**src/rtl/frm_pkg.sv**
```systemverilog
// Package: shared constants and types for the comma detecting framer.
// Assumes a 10-bit character; patterns are written earliest bit leftmost.
package frm_pkg;

    localparam int CHAR_W = 10;
    localparam int SIG_W  = 8;   // significant bits of the extended comma

    typedef enum logic [1:0] {
        SEL_TEST_LO = 2'b00,
        SEL_COMMA   = 2'b01,
        SEL_K285    = 2'b10,
        SEL_TEST_HI = 2'b11
    } char_sel_t;

    // Positive-polarity patterns; the other polarity is the bitwise inverse.
    localparam logic [CHAR_W-1:0] COMMA_PAT = 10'b0011111000;
    localparam logic [CHAR_W-1:0] K285_PAT  = 10'b0011111010;

    // Mask of compared bits: full width, or the leading SIG_W bits only.
    function automatic logic [CHAR_W-1:0] lead_mask(input int nbits);
        logic [CHAR_W-1:0] m;
        for (int i = 0; i < CHAR_W; i++) begin
            m[CHAR_W-1-i] = (i < nbits);
        end
        return m;
    endfunction

endpackage

```
**src/rtl/frm_shift.sv**
```systemverilog
// Module: frm_shift
// Keeps the latest W received bits, earliest bit in the MSB. Also presents
// the window as it will be after the current bit, so a match can be acted
// on in the same edge that clocks the bit in.
// Assumes one valid bit on every clock.
module frm_shift #(
    parameter int W = 10
) (
    input  logic         clk,
    input  logic         rst_n,
    input  logic         bit_i,
    output logic [W-1:0] win_nx_o
);

    logic [W-1:0] win_q;

    // Window including the bit present at the input now.
    always_comb begin
        win_nx_o = {win_q[W-2:0], bit_i};
    end

    // Shift the new bit in at the LSB end.
    always_ff @(posedge clk) begin
        if (!rst_n) begin
            win_q <= '0;
        end else begin
            win_q <= win_nx_o;
        end
    end

endmodule

```
**src/rtl/frm_match.sv**
```systemverilog
// Module: frm_match
// Compares a window against the selected framing character in both
// polarities. Comma mode compares the leading SIG_W bits only; K28.5 mode
// compares all bits. Reserved selects and a low enable never report a hit.
// Assumes W equals the package character width.
module frm_match
    import frm_pkg::*;
#(
    parameter int W = CHAR_W
) (
    input  logic [W-1:0] win_i,
    input  logic         en_i,
    input  logic [1:0]   sel_i,
    output logic         hit_o
);

    localparam int NPOL = 2;

    logic [NPOL-1:0] comma_hit;
    logic [NPOL-1:0] k285_hit;

    // One comparator pair per polarity.
    for (genvar p = 0; p < NPOL; p++) begin : g_pol
        localparam logic [W-1:0] CPAT  = (p == 0) ? COMMA_PAT : ~COMMA_PAT;
        localparam logic [W-1:0] KPAT  = (p == 0) ? K285_PAT  : ~K285_PAT;
        localparam logic [W-1:0] CMASK = lead_mask(SIG_W);

        // Masked compare for the comma, exact compare for K28.5.
        always_comb begin
            comma_hit[p] = (((win_i ^ CPAT) & CMASK) == '0);
            k285_hit[p]  = (win_i == KPAT);
        end
    end

    // Pick the comparator set by the select; reserved codes never hit.
    always_comb begin
        unique case (char_sel_t'(sel_i))
            SEL_COMMA: hit_o = en_i && (|comma_hit);
            SEL_K285:  hit_o = en_i && (|k285_hit);
            default:   hit_o = 1'b0;
        endcase
    end

endmodule

```
**src/rtl/frm_bitcnt.sv**
```systemverilog
// Module: frm_bitcnt
// Divide-by-N bit counter marking the last bit of each character. A restart
// request makes the current bit the last one of a character, so the next
// boundary falls N bits later.
// Assumes N >= 2.
module frm_bitcnt #(
    parameter int N = 10
) (
    input  logic clk,
    input  logic rst_n,
    input  logic restart_i,
    output logic last_o
);

    localparam int CNT_W = $clog2(N);
    localparam logic [CNT_W-1:0] LAST = CNT_W'(N - 1);

    logic [CNT_W-1:0] cnt_q;

    // High while the bit at the input completes a character on the grid.
    always_comb begin
        last_o = (cnt_q == LAST);
    end

    // Count bits; wrap at the boundary or restart on a match.
    always_ff @(posedge clk) begin
        if (!rst_n) begin
            cnt_q <= '0;
        end else if (restart_i || last_o) begin
            cnt_q <= '0;
        end else begin
            cnt_q <= cnt_q + 1'b1;
        end
    end

endmodule

```
**src/rtl/comma_framer.sv**
```systemverilog
// Module: comma_framer
// Low-latency character framer. Shifts in one bit per clock, looks for the
// selected framing character at every bit position and, on the first
// detection, restarts the character boundary on it. Outputs are registered.
// Assumes a continuous bit stream with one bit per clock.
module comma_framer
    import frm_pkg::*;
(
    input  logic              clk,
    input  logic              rst_n,
    input  logic              ser_i,
    input  logic              frame_en_i,
    input  logic [1:0]        char_sel_i,
    output logic [CHAR_W-1:0] char_o,
    output logic              char_stb_o,
    output logic              realign_o
);

    logic [CHAR_W-1:0] win_nx;
    logic              hit;
    logic              on_grid;

    frm_shift #(.W(CHAR_W)) u_shift (
        .clk      (clk),
        .rst_n    (rst_n),
        .bit_i    (ser_i),
        .win_nx_o (win_nx)
    );

    frm_match #(.W(CHAR_W)) u_match (
        .win_i (win_nx),
        .en_i  (frame_en_i),
        .sel_i (char_sel_i),
        .hit_o (hit)
    );

    frm_bitcnt #(.N(CHAR_W)) u_cnt (
        .clk       (clk),
        .rst_n     (rst_n),
        .restart_i (hit),
        .last_o    (on_grid)
    );

    // Register the character, its strobe and the realignment flag.
    always_ff @(posedge clk) begin
        if (!rst_n) begin
            char_o     <= '0;
            char_stb_o <= 1'b0;
            realign_o  <= 1'b0;
        end else begin
            char_stb_o <= hit || on_grid;
            realign_o  <= hit && !on_grid;
            if (hit || on_grid) begin
                char_o <= win_nx;
            end
        end
    end

endmodule

```
**config.mk**
```make
export PLATFORM = sky130hd
export DESIGN_NAME = comma_framer
export DESIGN_NICKNAME = d
export VERILOG_FILES = /design/src/rtl/frm_pkg.sv /design/src/rtl/frm_shift.sv /design/src/rtl/frm_match.sv /design/src/rtl/frm_bitcnt.sv /design/src/rtl/comma_framer.sv
export SDC_FILE = /design/constraint.sdc
export NUM_CORES = 1
export LEC_CHECK = 0
export CAP_MARGIN = 20
export CORE_MARGIN = 1
export CORE_UTILIZATION = 50
export CTS_CLUSTER_SIZE = 25
export DETAILED_ROUTE_END_ITERATION = 10
export PLACE_DENSITY = 0.86
export SLEW_MARGIN = 15
export SYNTH_ARGS = -nofsm -noshare
export SYNTH_HDL_FRONTEND = slang
export SYNTH_HIERARCHICAL = 1
export SYNTH_SLANG_ARGS = --single-unit
export TNS_END_PERCENT = 10
```
**constraint.sdc**
```tcl
create_clock -name clk -period 3.9 [get_ports clk]
set_input_delay 0.585 -clock clk [delete_from_list [all_inputs] [get_ports clk]]
set_output_delay 0.585 -clock clk [all_outputs]
set_load 0.02 [all_outputs]
```
# ---- Yosys cells after proc, flatten, opt, wreduce, memory -nomap -nowiden
# Index checks and enable logic that the tools add are counted.
dict set report word_totals {
  output_inout_bits 12
  input_bits 6
  wordCells 25
  register_bits 25
}
dict set report op_classes {
  n_addsub 1
  reduce_logical 10
  mux 1
  eq_ne 5
  n_bitwise 3
}
# op count
set ops {}
lappend ops {{logical NOT 10 bit} 2}
lappend ops {{== test 10 bit, second input constant} 1}
lappend ops {{== test 10 x 8 -> 1 bit, second input constant} 1}
lappend ops {{NOT 5 bit} 2}
lappend ops {{OR reduction 2 bit} 3}
lappend ops {{adder 4 x 1 -> 4 bit, second input constant} 1}
lappend ops {{== test 4 bit, second input constant} 1}
lappend ops {{logical AND 1 bit} 3}
lappend ops {{== test 2 x 1 -> 1 bit, second input constant} 1}
lappend ops {{== test 2 bit, second input constant} 1}
lappend ops {{one-hot mux 1 bit (2 select lines)} 1}
lappend ops {{logical NOT 1 bit} 1}
lappend ops {{logical OR 1 bit} 1}
lappend ops {{NOT 1 bit} 1}

# ---- Depth between registers and ports, before layout
dict set report depth {
  depth_word 7
  depth_mapped 8
  depth_no_buf 8
}

# ---- Modules after synthesis
# Netlist, hierarchy kept.
# module cells_per_inst area_each_um2 instances seq_area_each_um2
set by_module_without_submodules {}
lappend by_module_without_submodules {comma_framer 50 454.2 1 240.2}
lappend by_module_without_submodules {frm_shift 19 244.0 1 180.2}
lappend by_module_without_submodules {frm_bitcnt 18 176.4 1 80.1}
lappend by_module_without_submodules {frm_match 13 96.3 1 0.0}

# ---- Worst setup path after synthesis
# OpenSTA, ideal clock, no wires.
dict set report synth_path {
  path_kind {input to register}
  from {in char_sel_i[0]}
  to {reg char_o[0]}
  n_path_buf 1
  required_time_ns 3.778
  setup_time_ns 0.122
  arrival_ns 1.702
  cell_stages 8
  setup_slack_ns 2.076
  path_cell_list {inv_1 -> ha_1 -> nand2b_1 -> a2111oi_2 -> a31o_1 -> or2_1 -> buf_6 -> o21ai_1}
}
dict set report synth_via {
  elab_chain_cells 3
  elab_cells_between_ends 4
  cone_classes {eq/ne: 2; mux: 1; reduce/logical: 1}
}
# element line
set synth_lines {}
lappend synth_lines {{from (decl)} comma_framer.sv:13} ;# input logic [1:0] char_sel_i,
lappend synth_lines {{== test 2 bit / == test 2 x 1 -> 1 bit (equally long branches)} frm_match.sv:37} ;# unique case (char_sel_t'(sel_i))
lappend synth_lines {{one-hot mux 1 bit (2 select lines) (*)} frm_match.sv:37}
lappend synth_lines {{net hit} comma_framer.sv:20} ;# logic hit;
lappend synth_lines {{logical OR 1 bit (*)} comma_framer.sv:53} ;# if (hit || on_grid) begin
lappend synth_lines {{to (signal assigned)} comma_framer.sv:54} ;# char_o <= win_nx;
lappend synth_lines {{to (decl)} comma_framer.sv:14} ;# output logic [CHAR_W-1:0] char_o,
# The timed path passes the listed nets; every way through them passes the cells marked *.
# A chain may end at the register's enable or synchronous reset.

# ---- Worst setup path after layout
dict set report layout_path {
  from {in char_sel_i[0]}
  to {reg char_o[8]}
}
# The elaborated chain is that of the path after synthesis.

==> reports/metrics.cfg <==
[power_and_ir_drop]
leakagePower_nw=0.422
p_per_area_nw_per_um2=338
max-vdd-ir-drop_uv=288
power_mw=0.393

[timing]
fin_skew_ns=0.000673
fmax_ghz=0.410
setup-tns-final_ns=0
worst_slew_pin_slew_ns=0.873
setup_viol=0
slew_headroom=0.416
finalHoldViolations=0
rsz0062_at_grt=no
period_share=0.626
fin_ws_ns=1.46
finalMaxSlewViolations=0
period_minus_slack_ns=2.44

[placed_design]
portBuffers=17
hpwlAfterDp_um=1220
dp_slack_ns=1.15
routabilityCongestion=0.796
dp_cells=136
place_area_um2=1130

[worst_setup_path]
crit_chain=clkdlybuf4s50_1, inv_1, ha_1, nand2b_1, a2111oi_2, a31o_1, or2_1, o21ai_1
cp.required_ns=4.09
crit_path_max_fanout=13
reg2reg_slack_ns=1.71
startpoint=char_sel_i[0]
cpMaxStageDelayCell=clkdlybuf4s50_1
critical_path.max_stage_delay_ns=0.45
path_class=in -> reg
timing.rr.start=u_shift/win_q[1]
rr_endpoint=char_o[8]
start_kind=primary input
cp.arrival_ns=2.63
worst_setup_path_end_kind=flip-flop
rr_worst_depth=5

[logic_synthesis]
yosysWarningCount=6
synth_area_leaders=dfxtp_1 52%, o211ai_1 7.7%, and2_1 6.4%
ys_seq_area_frac=0.515
syn_inst=100
syn-mean-instance-area_um2=9.71
synth_cell_type_count=28
netlist_area_um2=971
yosysTopAreaCell=dfxtp_1
yosys.area.top_type_share=0.515
synth-seq-cells=25
syn_nets=109

[run]
drv_cap=0

[global_route]
gr-total-overflow=0
antenna_found_initial=0
grt_pass1_wl_um=2860
grt_usage=0.191
grt_max_degree=33
met1_usage=0.275
use_met3=0.0392
grt_pass1_vias=676
grt_use_met2=0.276
globalRoute.busiestLayer=met2

[floorplanning]
initial_utilization=0.550
die_width_um=46.1
core-area_um2=1760
io_pins=18
dieHeight_um=46.1
die_area_um2=2120
fp-row-count=15

[clocking]
cts.repair.resized=0
path_clk_slew_ns=0.12
cts_root_buf=clkbuf_4
cts_hold_buf=0
clockBufferDepth=2
post_cts_buffers=0
htreeDepth=1
cts_tree=done
cts_made_buffers=3
cts_sinks=25
clock_latency_ns=0.30

[detailed_routing]
ant_nets=0
routed_wl_um=1650
drcViolationCount=0
wl_per_cell_um=11.8
drt-pass1-iter-count=4
drtIter0Drc=15
viasPerCell=5.26
dr_total_vias=737

[final_layout]
layoutNonFillerInstCount=140
stdcell_area_um2=1160
nets=125
drive_gt1_frac=0.0609
n_antenna_cell=0
syn_to_final_growth_pct=19.6
nFillCells=165

[min_path]
min-delay-start=char_o[5]
hold_class=reg -> reg
min_to=char_o[5]
whs_path_depth=2

[run_status]
outcome=complete, no violations

worst max-delay path, delay by kind of cell:
family | cells | cell delay [ns]
AO/OA/AOI/OAI | 3 | 0.74
AND/OR/NAND/NOR | 2 | 0.55
buffers and inverters | 2 | 0.49
adder cells (fa/ha/maj) | 1 | 0.28
cell usage in the layout (no fill, tap or decap), types with 2 or more instances in the layout:
| cell | instances |
|---|---|
| and2_1 | 10 |
| clkbuf_4 | 3 |
| clkdlybuf4s50_1 | 17 |
| dfxtp_1 | 25 |
| ha_1 | 3 |
| inv_1 | 3 |
| nand2_1 | 11 |
| nand2b_1 | 2 |
| nor2_1 | 5 |
| o211ai_1 | 10 |
| o21ai_1 | 10 |
how the worst max path moves through the flow:
| stage | to | slack [ns] |
|---|---|---|
| final | char_o[8] | 1.46 |
| after CTS | char_o[8] | 1.49 |
| after global placement | char_o[6] | 1.27 |
| after detailed placement | char_o[8] | 1.15 |
| after global routing | char_o[8] | 1.36 |
| after floorplan | char_o[0] | 2.08 |
registers in the layout, indices dropped and copies added, names as in the netlist:
signal,count
char_o,10
char_stb_o,1
realign_o,1
u_cnt/cnt_q,4
u_shift/win_q,9
layout make-up:
| type | count | area (um^2) | share of cell area |
|---|---|---|---|
| Clock buffer | 4 | 26.3 | 0.0226 |
| Inverter | 3 | 11.3 | 0.00970 |
| Multi-Input combinational cell | 66 | 422 | 0.363 |
| Sequential cell | 25 | 500 | 0.431 |
| Tap cell | 25 | 31.3 | 0.0269 |
| Timing Repair Buffer | 17 | 170 | 0.147 |
power by group:
part / total (mW) / internal [mW] / leakage, nW / switching (mW)
clock: 0.107 / 0.0398 / 0.0150 / 0.0674
combinational: 0.0212 / 0.0104 / 0.204 / 0.0108
sequential: 0.264 / 0.260 / 0.203 / 0.00482
total: 0.393 / 0.310 / 0.422 / 0.0830
cell usage after synthesis (all sizes together):
library cell	number
nand3	1
nor2b	1
dfxtp	25
nand4b	1
or2	1
a31o	1
ha	3
inv	3
a2111oi	1
and2	10
xor2	1
nor2	6
xnor2	1
o21ai	12
nand2	11
buf	5
o211ai	10
and3b	1
clkbuf	1
nand4	1
or4b	1
nor4	1
nand2b	2
kinds of logic (layout without fill, tap and decap cells):
group                    count (synthesis)  in the layout  share of synthesized area
flip-flops                              25             25                      0.515
XOR/XNOR                                 2              2                     0.0180
adder cells (fa/ha/maj)                  3              3                     0.0387
AND/OR/NAND/NOR                         37             37                      0.210
AO/OA/AOI/OAI                           24             24                      0.168
buffers and inverters                    9             24                     0.0503
per-layer routing:
metal	wire, um	vias to the layer above
met2	764	15
met1	823	344
met5	0	-
met4	13	0
met3	49	2
li1	-	376
metrics by stage:
step | utilization | hold WS [ns]
detailed placement | 0.643 | 0.441
global route | 0.658 | 0.472
CTS | 0.658 | 0.458
finish | 0.658 | 0.453
global placement | 0.643 | 0.440
floorplan | - | 0.443
No activity file was read; power rests on OpenSTA's default activity.
